$ cat config.mk
export PLATFORM = sky130hd
export DESIGN_NAME = ata_srst_seq
export DESIGN_NICKNAME = d
export VERILOG_FILES = /design/src/rtl/ata_srst_pkg.sv /design/src/rtl/ata_srst_dpath.sv /design/src/rtl/ata_srst_ctrl.sv /design/src/rtl/ata_srst_seq.sv
export SDC_FILE = /design/constraint.sdc
export NUM_CORES = 1
export LEC_CHECK = 0
export BUFFER_PORTS_ARGS = -buffer_cell sky130_fd_sc_hd__buf_4
export CAP_MARGIN = 0
export CORE_MARGIN = 5
export CORE_UTILIZATION = 58
export CTS_CLUSTER_SIZE = 24
export DETAILED_ROUTE_END_ITERATION = 8
export GPL_ROUTABILITY_DRIVEN = 1
export PLACE_DENSITY = 0.83
export RECOVER_POWER = 25
export SYNTH_ARGS = -nofsm -noshare
export SYNTH_HDL_FRONTEND = slang
export SYNTH_HIERARCHICAL = 1
export SYNTH_SLANG_ARGS = --single-unit
$ cat constraint.sdc
create_clock -name clk -period 2.4 [get_ports clk]
set_input_delay 0.48 -clock clk [delete_from_list [all_inputs] [get_ports clk]]
set_output_delay 0.48 -clock clk [all_outputs]
set_load 0.02 [all_outputs]
$ cat src/rtl/ata_srst_pkg.sv
package ata_srst_pkg;

  // Device control register values
  localparam logic [7:0] DEVCTL_SRST    = 8'h04;
  localparam logic [7:0] DEVCTL_RELEASE = 8'h00;

  // Alternate status: busy (bit 7) clear and ready (bit 6) set
  localparam logic [7:0] STATUS_MASK  = 8'hC0;
  localparam logic [7:0] STATUS_READY = 8'h40;

  typedef enum logic [2:0] {
    S_IDLE,
    S_ASSERT,
    S_HOLD,
    S_RELEASE,
    S_POLL,
    S_EVAL,
    S_DONE,
    S_TIMEOUT
  } seqState_t;

  typedef struct packed {
    logic loadPulse;
    logic loadTimer;
    logic clearDiscard;
    logic bumpDiscard;
    logic captureStatus;
    logic markMaster;
    logic driveSet;
  } dpCtl_t;

endpackage

$ cat src/rtl/ata_srst_dpath.sv
module ata_srst_dpath
  import ata_srst_pkg::*;
#(
  parameter int PULSE_CYCLES   = 625,
  parameter int SETTLE_READS   = 4,
  parameter int TIMEOUT_CYCLES = 125000000
) (
  input  logic       clk,
  input  logic       rstN,
  input  dpCtl_t     ctl,
  input  logic [7:0] busRData,
  output logic [7:0] busWData,
  output logic       pulseDone,
  output logic       timerExpired,
  output logic       discardsDone,
  output logic       statusReady,
  output logic       selMaster
);

  localparam int PW = $clog2(PULSE_CYCLES + 1);
  localparam int TW = $clog2(TIMEOUT_CYCLES + 1);
  localparam int DW = $clog2(SETTLE_READS + 1);
  localparam logic [PW-1:0] PULSE_LOAD  = PW'(PULSE_CYCLES - 1);
  localparam logic [TW-1:0] TIMER_LIMIT = TW'(TIMEOUT_CYCLES);
  localparam logic [DW-1:0] DISCARD_MAX = DW'(SETTLE_READS);

  logic [PW-1:0] pulseCnt;
  logic [TW-1:0] timerCnt;
  logic [DW-1:0] discardCnt;
  logic [7:0]    statusReg;
  logic          masterReg;

  // Reset pulse width counter, counts down to zero
  always_ff @(posedge clk) begin
    if (!rstN)                pulseCnt <= '0;
    else if (ctl.loadPulse)   pulseCnt <= PULSE_LOAD;
    else if (pulseCnt != '0)  pulseCnt <= pulseCnt - 1'b1;
  end

  // Ready budget timer, saturates at the limit
  always_ff @(posedge clk) begin
    if (!rstN)                      timerCnt <= '0;
    else if (ctl.loadTimer)         timerCnt <= '0;
    else if (timerCnt < TIMER_LIMIT) timerCnt <= timerCnt + 1'b1;
  end

  // Settling read counter
  always_ff @(posedge clk) begin
    if (!rstN)                                    discardCnt <= '0;
    else if (ctl.clearDiscard)                    discardCnt <= '0;
    else if (ctl.bumpDiscard && discardCnt != DISCARD_MAX)
                                                  discardCnt <= discardCnt + 1'b1;
  end

  always_ff @(posedge clk) begin
    if (!rstN)                  statusReg <= '0;
    else if (ctl.captureStatus) statusReg <= busRData;
  end

  always_ff @(posedge clk) begin
    if (!rstN)               masterReg <= 1'b0;
    else if (ctl.markMaster) masterReg <= 1'b1;
  end

  assign busWData     = ctl.driveSet ? DEVCTL_SRST : DEVCTL_RELEASE;
  assign pulseDone    = (pulseCnt == '0);
  assign timerExpired = (timerCnt >= TIMER_LIMIT);
  assign discardsDone = (discardCnt == DISCARD_MAX);
  assign statusReady  = ((statusReg & STATUS_MASK) == STATUS_READY);
  assign selMaster    = masterReg;

endmodule

$ cat src/rtl/ata_srst_ctrl.sv
module ata_srst_ctrl
  import ata_srst_pkg::*;
(
  input  logic   clk,
  input  logic   rstN,
  input  logic   start,
  input  logic   busAck,
  input  logic   pulseDone,
  input  logic   timerExpired,
  input  logic   discardsDone,
  input  logic   statusReady,
  output logic   busReq,
  output logic   busWe,
  output logic   done,
  output logic   timeoutErr,
  output dpCtl_t ctl
);

  seqState_t state, nextState;

  always_ff @(posedge clk) begin
    if (!rstN) state <= S_IDLE;
    else       state <= nextState;
  end

  always_comb begin
    nextState  = state;
    ctl        = '0;
    busReq     = 1'b0;
    busWe      = 1'b0;
    done       = 1'b0;
    timeoutErr = 1'b0;
    unique case (state)
      S_IDLE: begin
        if (start) nextState = S_ASSERT;
      end
      S_ASSERT: begin
        busReq       = 1'b1;
        busWe        = 1'b1;
        ctl.driveSet = 1'b1;
        if (busAck) begin
          ctl.loadPulse  = 1'b1;
          ctl.markMaster = 1'b1;
          nextState      = S_HOLD;
        end
      end
      S_HOLD: begin
        if (pulseDone) nextState = S_RELEASE;
      end
      S_RELEASE: begin
        busReq = 1'b1;
        busWe  = 1'b1;
        if (busAck) begin
          ctl.loadTimer    = 1'b1;
          ctl.clearDiscard = 1'b1;
          nextState        = S_POLL;
        end
      end
      S_POLL: begin
        busReq = 1'b1;
        if (busAck) begin
          ctl.captureStatus = 1'b1;
          nextState         = S_EVAL;
        end
      end
      S_EVAL: begin
        if (!discardsDone) begin
          ctl.bumpDiscard = 1'b1;
          nextState       = timerExpired ? S_TIMEOUT : S_POLL;
        end else if (statusReady) begin
          nextState = S_DONE;
        end else begin
          nextState = timerExpired ? S_TIMEOUT : S_POLL;
        end
      end
      S_DONE: begin
        done      = 1'b1;
        nextState = S_IDLE;
      end
      S_TIMEOUT: begin
        timeoutErr = 1'b1;
        nextState  = S_IDLE;
      end
      default: nextState = S_IDLE;
    endcase
  end

endmodule

$ cat src/rtl/ata_srst_seq.sv
module ata_srst_seq
  import ata_srst_pkg::*;
#(
  parameter int PULSE_CYCLES   = 625,
  parameter int SETTLE_READS   = 4,
  parameter int TIMEOUT_CYCLES = 125000000
) (
  input  logic       clk,
  input  logic       rstN,
  input  logic       start,
  output logic       busReq,
  output logic       busWe,
  output logic [7:0] busWData,
  input  logic       busAck,
  input  logic [7:0] busRData,
  output logic       done,
  output logic       timeoutErr,
  output logic       selMaster
);

  dpCtl_t ctl;
  logic   pulseDone;
  logic   timerExpired;
  logic   discardsDone;
  logic   statusReady;

  ata_srst_ctrl uCtrl (
    .clk          (clk),
    .rstN         (rstN),
    .start        (start),
    .busAck       (busAck),
    .pulseDone    (pulseDone),
    .timerExpired (timerExpired),
    .discardsDone (discardsDone),
    .statusReady  (statusReady),
    .busReq       (busReq),
    .busWe        (busWe),
    .done         (done),
    .timeoutErr   (timeoutErr),
    .ctl          (ctl)
  );

  ata_srst_dpath #(
    .PULSE_CYCLES   (PULSE_CYCLES),
    .SETTLE_READS   (SETTLE_READS),
    .TIMEOUT_CYCLES (TIMEOUT_CYCLES)
  ) uDpath (
    .clk          (clk),
    .rstN         (rstN),
    .ctl          (ctl),
    .busRData     (busRData),
    .busWData     (busWData),
    .pulseDone    (pulseDone),
    .timerExpired (timerExpired),
    .discardsDone (discardsDone),
    .statusReady  (statusReady),
    .selMaster    (selMaster)
  );

endmodule

* After elaboration in Yosys (flattened, before gate mapping) *
Index checks and enable logic that the tools add are counted.

cells by class
  add/subtract/negate cells = 3
  $mul = 0
  divide/modulo/power cells = 0
  order comparisons = 2
  equality and inequality tests = 15
  shift-type cells = 0
  multiplexer cells = 24
  bitwise operators = 1
  reductions and logical operators = 12

operator list
  kind                                                                  number
  27-bit by 1-bit adder with 27-bit output, second input constant       1
  27-bit greater-or-equal comparator, second input constant             1
  27-bit < comparator, second input constant                            1
  3-bit two-way mux                                                     8
  3-bit case mux with 7 select lines                                    1
  10-bit two-way mux                                                    2
  3-bit == test, second input constant                                  5
  10-bit zero test                                                      1
  2-bit inequality test, second input constant                          5
  10-bit nonzero test                                                   1
  2-bit OR reduction                                                    5
  10-bit by 1-bit subtractor with 10-bit output, second input constant  1
  1-bit two-way mux                                                     9
  2-bit two-way mux                                                     4
  3-bit by 2-bit == test with 1-bit output, second input constant       2
  5-bit AND reduction                                                   1
  3-bit by 1-bit adder with 3-bit output, second input constant         1
  3-bit by 1-bit == test with 1-bit output, second input constant       1
  3-bit zero test                                                       1
  3-bit inequality test, second input constant                          1
  3-bit OR reduction                                                    1
  2-bit by 1-bit == test with 1-bit output, second input constant       1
  2-bit nonzero test                                                    1
  1-bit logical AND                                                     1
  1-bit inverter                                                        1

storage, ports and cells
  register bits = 52
  latch bits = 0
  RAM bits = 0
  bits in read-only memories = 0
  input bits = 12
  word-level logic and storage cells = 64
  memories kept = 0

* Longest topological paths before layout *
Gate-level depths: netlist of the first run.

  word-level depth = 5
  mapped depth = 10
  mapped depth without buffers = 8

* Modules after synthesis *
The synthesis of the first run kept the hierarchy.

modules (own cells, without submodules)
  module          times used  cells an instance  area each (um2)  seq. area each (um2)
  ata_srst_dpath  1           258                2193.4           860.8
  ata_srst_ctrl   1           36                 265.3            60.1

* Worst setup path after synthesis of the first run *
OpenSTA, ideal clock, no wires.

  path kind = register to register
  from = register uDpath.pulseCnt[0]
  to = register uDpath.pulseCnt[6]
  setup time = 0.115 ns
  arrival time = 1.925 ns
  required time = 2.285 ns
  path slack = 0.361 ns
  stages on the path, launching flop included = 10
  clock period less this slack = 2.039 ns
  path through = dfxtp_1 inv_1 ha_1 or4b_4 or3_1 buf_6 clkinv_8 nor3_2 xor2_1 o21a_1

on the way
  longest elaborated chain between the ends = 3

RTL lines
  item                                           RTL line              source
  start: declaration                             ata_srst_dpath.sv:27  logic [PW-1:0] pulseCnt;
  start signal: assignment                       ata_srst_dpath.sv:37  else if (pulseCnt != '0) pulseCnt <= pulseCnt - 1'b1;
  10-bit by 1-bit subtractor with 10-bit output  ata_srst_dpath.sv:37
  10-bit two-way mux                             ata_srst_dpath.sv:37
  10-bit two-way mux                             ata_srst_dpath.sv:36  else if (ctl.loadPulse) pulseCnt <= PULSE_LOAD;

Parallel ways exist; a longest one is shown, timed or not. The select of a mux whose other input is x is not followed.
A chain may end at the register's enable or synchronous reset.

* Final worst setup path of the first run *
Same ends and word-level chain as after synthesis.

==> flow_summary.ini, run 1 <==
[status]
status = finished clean

[route]
drt-initial-drc-count = 118
wl_per_cell_um = 12.5
drtPass1Iterations = 4
antenna_left = 0
via_count = 2026
viasPerCell = 5.79
finalWirelength_um = 4370
drc = 0

[global_routing]
grt_max_degree = 37
grtUsageMet3_pct = 4.01
met2_usage_pct = 30.0
met1_usage_pct = 20.3
antenna_found_initial = 0
top_usage_layer = met2
first_global_vias = 1825
grt_pass1_wl_um = 7580
track_usage_pct = 16.9
overflow = 0

[timing]
drv_slew = 0
setup_tns_ns = 0
final_hold_viol_count = 0
rsz0062_at_grt = false
setup_viol = 0
timing.fmax_mhz = 452
setup_ws_ns = 0.188
period_needed_ns = 2.21
min_period_over_period_pct = 92.2
skew_ns = 0.00607

[clock_tree]
cts_resized = 0
cts_made_buffers = 5
clock_path_buffers = 2
cts_sinks = 46
htreeDepth = 2
ctsHoldBuffers = 0
cts_tree = built
cts.clk_slew.worst_paths_ns = 0.09
clock-root-buffer = clkbuf_8
clock_latency_ns = 0.30
post_cts_buffers = 0

[floorplan]
start_util_pct = 60.6
rows = 23
fp.dieH_um = 75.1
die_w_um = 75.1
coreArea_mm2 = 0.00406
dieArea_mm2 = 0.00564
ios = 25

[setup_path]
cp-end-kind = flop
critical_path.max_stage_delay_ns = 0.53
crit_type = reg -> reg
crit_fanout = 6
crit_chain = inv_1 > ha_1 > or4b_4 > or3_1 > clkinv_8 > nor3_2 > xor2_1 > o21a_1
cp_slowest_cell = or3_1
worstPathRequired_ns = 2.60
cp-start-kind = flop
worstPathArrival_ns = 2.42

[power_and_ir_drop]
p_leak_nw = 0.890
pwr-share-seq_pct = 45.3
powerDensity_mw_per_mm2 = 793
p_sw_w = 0.000638
p_sw_share_pct = 31.0
ir_worst_vdd_mv = 0.795
clockPowerShare_pct = 28.7
power.internal_w = 0.00142
p_comb_share_pct = 26.0

[placed_design]
port_buffers = 11
place.gp.congestion = 0.779
place_ws_ns = 0.201
place_hpwl_um = 3120

[synth]
avgSynthCellArea_um2 = 8.36
netlist.area_leader.share_pct = 37.5
synthDistinctLibCells = 52
synth_edf_count = 0
ys_ff_latch = 46
synth_cells = 294
yosysSeqAreaShare_pct = 37.5
yosys.area.top_type = dfxtp_1
yosys-top-cells-area = dfxtp_1, a21oi_1, or3_1, o21ai_0, buf_4
post_synth_instance_area_mm2 = 0.00246
ys.flop_type = dfxtp_1
yosys_warnings = 6
synthTopCellsByCount = dfxtp_1, a21oi_1, nor2_1, nand2_1
synth_most_common_cell = dfxtp_1
async_reset_ff_share_pct = 0

[layout]
nNetsFinal = 316
diodes = 0
areaGrowthSynthToFinish_pct = 5.45
drive_gt1_share_pct = 10.0

[flow_run]
drv_cap = 0

[hold_path]
hp-class = in -> reg
final cells by class:
type | count | area [um^2]
clock buffers | 5 | 68.8
clock inverters | 3 | 47.5
fillers | 360 | 1470
inverters | 14 | 65.1
multi-input cells | 217 | 1340
flip-flops and latches | 46 | 921
well taps | 50 | 62.6
repair buffers | 15 | 86.3
registers in the layout (all words and copies together), names as in the netlist:
register,count
uCtrl/state,3
uDpath/statusReg,2
uDpath/selMaster,1
uDpath/discardCnt,3
uDpath/timerCnt,27
uDpath/pulseCnt,10
worst paths after layout:
path | start | end | slack [ns] | cells after the start
setup / recovery | uDpath/pulseCnt[0] | uDpath/pulseCnt[6] | 0.19 | 8
hold / removal | busRData[6] | uDpath/statusReg[6] | 0.44 | 3
setup reg to reg | uDpath/pulseCnt[0] | uDpath/pulseCnt[6] | 0.19 | 8
hold reg to reg | uDpath/selMaster | uDpath/selMaster | 0.48 | 1
routing by layer:
layer  vias to the layer above  wire length (um)
met3                         6               151
met2                        24              2150
met1                       950              2020
met4                         0                44
li1                       1046                 -
met5                         -                 0
metrics by stage:
step                      cells  area [um^2]  util (%)  hold WS (ns)  power (W)
after floorplan             300         2480         -         0.433    0.00143
after global placement      342         2510      62.0         0.448    0.00147
after detailed placement    342         2510      62.0         0.460    0.00149
after CTS                   350         2630      64.8         0.434    0.00209
after global routing        350         2590      63.9         0.462    0.00219
final                       350         2590      63.9         0.444    0.00205
cells by family (layout without fill, tap and decap cells):
kind of cell | Yosys count | count (layout) | share of synthesized area (%)
adders and majority gates | 5 | 5 | 2.54
DFF | 46 | 46 | 37.5
muxes | 3 | 3 | 1.22
other | 1 | 7 | 0.153
xor gates and xnor gates | 9 | 9 | 3.21
and+or+nand+nor | 124 | 124 | 29.3
buffers and inverters | 37 | 37 | 8.91
AOI/OAI and AO/OA | 69 | 69 | 17.3
cells in the final DEF (no fill, tap or decap), types with 3 or more instances in the layout:
cell type	count
o31ai_1	5
buf_4	8
o21ai_0	18
mux2i_1	3
ha_1	5
nand4_1	7
conb_1	7
nor3_1	7
xnor2_1	7
a21oi_1	26
nor2_1	22
clkbuf_8	5
nor2b_1	6
a211oi_1	3
clkbuf_1	7
o21a_1	3
or3_1	18
dfxtp_1	46
or4_1	10
inv_1	13
nand3_1	10
nand2b_1	4
nand2_1	19
power by group through the flow:
stage               Clock [W]  Combinational (W)  Sequential (W)
floorplan                   0           0.000503        0.000924
global route         0.000643           0.000601        0.000946
CTS                  0.000611           0.000545        0.000929
detailed placement          0           0.000542        0.000947
finish               0.000590           0.000534        0.000931
global placement            0           0.000528        0.000944
worst max-delay path: cells and delay by family, from the launching register on:
family | cells | cell delay (ns)
DFF | 1 | 0.33
adders and majority gates | 1 | 0.20
buffers and inverters | 2 | 0.20
xor gates and xnor gates | 1 | 0.14
and+or+nand+nor | 3 | 1.09
AOI/OAI and AO/OA | 1 | 0.16
Power figures use the tool's default switching activity.
==> run 2, diff against run 1 <==
clock period = 2.16 ns   (was 2.4 ns; I/O delays follow)
==> run 2 against run 1 <==
Total power rose by 13%. Worst hold slack lost 0.055 ns. Count of clock-buffer cells in the layout unchanged. Clock power grew 6.4%. Critical endpoint unchanged. Register-to-register slack about the same. First-iteration DRC count is 33% higher.
==> flow_summary.ini, run 2 (synthesized netlist as in run 1, its figures left out) <==
[status]
status = finished clean

[timing]
slew-limit-headroom_pct = 65.4
min_period_over_period_pct = 91.8
tightest_slew_ns = 0.515
setup_viol = 0
final_hold_viol_count = 0
rsz0062_at_grt = false
period_needed_ns = 1.98
skew_ns = 0.00716
timing.fmax_mhz = 505
setup_tns_ns = 0
setup_ws_ns = 0.178
drv_slew = 0

[floorplan]
rows = 23
coreArea_mm2 = 0.00406
die_w_um = 75.1
dieArea_mm2 = 0.00564
start_util_pct = 60.6
ios = 25
fp.dieH_um = 75.1

[route]
antenna_left = 0
drtPass1Iterations = 4
drt-initial-drc-count = 157
drc = 0
viasPerCell = 5.75
finalWirelength_um = 4660
via_count = 2037
wl_per_cell_um = 13.1

[global_routing]
first_global_vias = 1942
grt_max_degree = 39
grt_pass1_wl_um = 8170
antenna_found_initial = 0
overflow = 0
track_usage_pct = 18.6

[layout]
final_cell_mix = dfxtp_1, a21oi_1, nor2_1
nNetsFinal = 320
largest_reg_flops = 27
top_regs = uDpath/timerCnt (27), uDpath/pulseCnt (10)
final_common_cell = dfxtp_1
areaGrowthSynthToFinish_pct = 7.74
diodes = 0
drive_gt1_share_pct = 12.2
multi_input_area_mm2 = 0.00136
top_register = uDpath/timerCnt
nFillCells = 347
seqCellArea_um2 = 921

[clock_tree]
cts_sinks = 46
clock_path_buffers = 2
htreeDepth = 2
cts_tree = built
clock_latency_ns = 0.30
post_cts_buffers = 0
clock-root-buffer = clkbuf_8
ctsHoldBuffers = 0
cts_made_buffers = 5
cts.clk_slew.worst_paths_ns = 0.08

[setup_path]
reg2reg_slack_ns = 0.18
crit_type = reg -> reg
cp-start-kind = flop
worstPathArrival_ns = 2.18
cp-end-kind = flop
worstPathRequired_ns = 2.36
crit_fanout = 5

[power_and_ir_drop]
ir_worst_vdd_mv = 0.708
p_leak_nw = 0.916
powerDensity_mw_per_mm2 = 878

[placed_design]
place_ws_ns = 0.0962
port_buffers = 11
place.gp.congestion = 0.773
place_hpwl_um = 3310

[hold_path]
hp-class = in -> reg

[flow_run]
drv_cap = 0
==> run 2: timing repair <==
item                                   4_1_cts  5_1_grt
setup endpoints to repair                    0        1
gates resized for setup                      0        1
endpoints found under the hold margin        0        0
==> run 2: final timing paths <==
path | from | end | depth (start not counted)
hold reg to reg | uDpath/pulseCnt[8] | uDpath/pulseCnt[8] | 2
setup / recovery | uDpath/pulseCnt[0] | uDpath/pulseCnt[6] | 8
setup reg to reg | uDpath/pulseCnt[0] | uDpath/pulseCnt[6] | 8
hold / removal | busRData[7] | uDpath/statusReg[7] | 3
==> run 2: layout make-up <==
type	instances	share of cell area, %
Sequential cell	46	34.8
Multi-Input combinational cell	217	51.3
Timing Repair Buffer	19	5.01
Tap cell	50	2.36
Clock buffer	5	2.60
Clock inverter	3	1.51
Inverter	14	2.46
==> run 2: through the flow <==
stage / utilization (%) / hold slack, ns / power [W] / cell area (um^2) / instances
final: 65.3 / 0.389 / 0.00233 / 2650 / 354
after global routing: 65.3 / 0.426 / 0.00249 / 2650 / 354
after CTS: 65.7 / 0.387 / 0.00234 / 2670 / 354
after detailed placement: 63.0 / 0.455 / 0.00171 / 2560 / 346
after global placement: 63.0 / 0.448 / 0.00170 / 2560 / 346
after floorplan: - / 0.433 / 0.00159 / 2480 / 300
==> run 2: report_power, final <==
group / total (W) / switching, W / internal [W]
sequential: 0.00103 / 0.0000939 / 0.000940
clock: 0.000628 / 0.000287 / 0.000341
combinational: 0.000664 / 0.000326 / 0.000338
total: 0.00233 / 0.000707 / 0.00162
==> run 2: metal layers <==
| metal | share of wire [%] | vias up | track usage, % |
|---|---|---|---|
| li1 | - | 1055 | - |
| met1 | 47 | 949 | 22.4 |
| met2 | 49 | 26 | 31.2 |
| met3 | 2.9 | 7 | 4.14 |
| met4 | 1.8 | 0 | 8.89 |
| met5 | 0 | - | 0 |
==> run 2: critical path, stage by stage, from the launching register on <==
cell and delay, ns:
dfxtp_1 0.33, inv_1 0.09, ha_1 0.16, or4b_4 0.46, or3_4 0.43, clkinv_8 0.07, nor3_2 0.04, xor2_1 0.14
o21a_1 0.16
==> run 3, diff against run 2 <==
PLACE_DENSITY = 0.78   (was 0.83)
==> run 3 against run 2 <==
Worst hold slack better by 0.0082 ns. Final cell count stayed put. Flip-flop and latch count stayed put. Register-to-register slack hardly changed. Critical path depth stayed put. Combinational power is 2% lower. Die area stayed put. Non-clock buffer count stayed put. Count of clock-buffer cells in the layout stayed put. Sequential power hardly changed. Setup slack worse by 0.0011 ns. Critical endpoint unchanged.
==> flow_summary.ini, run 3 (synthesized netlist as in run 1, its figures left out) <==
[power_and_ir_drop]
ir_worst_vdd_mv = 0.798
p_sw_w = 0.000711
p_leak_nw = 0.906
clockPowerShare_pct = 27.0
power.internal_w = 0.00160
pwr-share-seq_pct = 44.8
powerDensity_mw_per_mm2 = 881
p_sw_share_pct = 30.7
p_comb_share_pct = 28.2

[status]
status = finished clean

[timing]
min_period_over_period_pct = 91.8
setup_viol = 0
period_needed_ns = 1.98
whs_ns = 0.398
rsz0062_at_grt = false
final_hold_viol_count = 0
skew_ns = 0.00711
tightest_slew_ns = 0.515
setup_ws_ns = 0.177
timing.fmax_mhz = 504
drv_slew = 0
slew-limit-headroom_pct = 65.4
setup_tns_ns = 0

[setup_path]
cp_slowest_cell = or4b_4
cp-end-kind = flop
worstPathArrival_ns = 2.18
critical_path.top_delay_family = simple AND/OR/NAND/NOR gates
crit_fanout = 5
crit_type = reg -> reg
critical_path.max_stage_delay_ns = 0.46
cp-start-kind = flop
crit_chain = inv_1 > ha_1 > or4b_4 > or3_4 > clkinv_8 > nor3_2 > xor2_1 > o21a_1
crit_buf_inv = 2
worstPathRequired_ns = 2.36

[layout]
finalInstanceArea_mm2 = 0.00263
areaGrowthSynthToFinish_pct = 6.92
multi_input_area_mm2 = 0.00136
top_regs = uDpath/timerCnt (27), uDpath/pulseCnt (10)
seqCellArea_um2 = 921
final_common_cell = dfxtp_1
drive_gt1_share_pct = 11.5
diodes = 0
top_register = uDpath/timerCnt
nNetsFinal = 320
nFillCells = 367
final_cell_mix = dfxtp_1, a21oi_1, nor2_1
largest_reg_flops = 27
final_core_util_pct = 64.8

[route]
drc = 0
viasPerCell = 5.68
antenna_left = 0
drt-initial-drc-count = 143
drtPass1Iterations = 4
finalWirelength_um = 4480
via_count = 2010
wl_per_cell_um = 12.7

[clock_tree]
cts_made_buffers = 5
clock-root-buffer = clkbuf_8
post_cts_buffers = 0
clock_latency_ns = 0.30
cts.clk_slew.worst_paths_ns = 0.08
cts_tree = built
htreeDepth = 2
clock_path_buffers = 2
cts_sinks = 46

[floorplan]
die_w_um = 75.1
start_util_pct = 60.6
fp.dieH_um = 75.1
coreArea_mm2 = 0.00406
ios = 25
dieArea_mm2 = 0.00564
rows = 23

[global_routing]
antenna_found_initial = 0
grt_max_degree = 29
grt_pass1_wl_um = 7780
first_global_vias = 1776
track_usage_pct = 17.5
overflow = 0

[placed_design]
port_buffers = 11
place.gp.congestion = 0.799
place_ws_ns = 0.0903
placed_area_mm2 = 0.00254
place_hpwl_um = 3220

[flow_run]
drv_cap = 0

[hold_path]
hp-class = in -> reg
-- run 3: cell type report --
type / instances / area share, %
clock buffers: 5 / 2.62
clock inverters: 3 / 1.52
inverters: 14 / 2.48
multi-input cells: 217 / 51.7
flip-flops and latches: 46 / 35.0
well taps: 50 / 2.38
repair buffers: 19 / 4.28
-- run 3: metrics by stage --
| stage | total power (W) | std cells |
|---|---|---|
| 2_1_floorplan | 0.00159 | 300 |
| 3_3_place_gp | 0.00170 | 346 |
| 3_5_place_dp | 0.00171 | 346 |
| 4_1_cts | 0.00234 | 354 |
| 5_1_grt | 0.00246 | 354 |
| 6_report | 0.00232 | 354 |
-- run 3: routing by layer --
metal | wire, um | up-vias | global-route usage, %
li1 | - | 1058 | -
met4 | 51 | 0 | 4.74
met5 | 0 | - | 0
met3 | 151 | 6 | 4.01
met1 | 2220 | 916 | 22.9
met2 | 2060 | 30 | 29.0
-- run 3: path summary, 6_finish.rpt --
path                         endpoint                from  slack (ns)  depth (start not counted)
setup / recovery   uDpath/pulseCnt[6]  uDpath/pulseCnt[0]        0.18                          8
hold reg to reg    uDpath/pulseCnt[8]  uDpath/pulseCnt[8]        0.47                          2
setup reg to reg   uDpath/pulseCnt[6]  uDpath/pulseCnt[0]        0.18                          8
hold / removal    uDpath/statusReg[6]         busRData[6]        0.40                          3
-- run 3: power groups by stage --
stage / Sequential, W / Combinational, W / Clock (W)
floorplan: 0.00103 / 0.000559 / 0
global placement: 0.00105 / 0.000646 / 0
detailed placement: 0.00106 / 0.000659 / 0
CTS: 0.00104 / 0.000667 / 0.000642
global route: 0.00105 / 0.000738 / 0.000672
finish: 0.00104 / 0.000654 / 0.000625
-- run 3: worst min-delay path: stages --
cell and delay [ns]:
buf_4 0.08, mux2i_1 0.06, nor2b_1 0.09
-- run 3: what timing repair did --
action | CTS | global route
resized for setup | 0 | 1
setup endpoints to repair | 0 | 3
hold buffers | 0 | 0
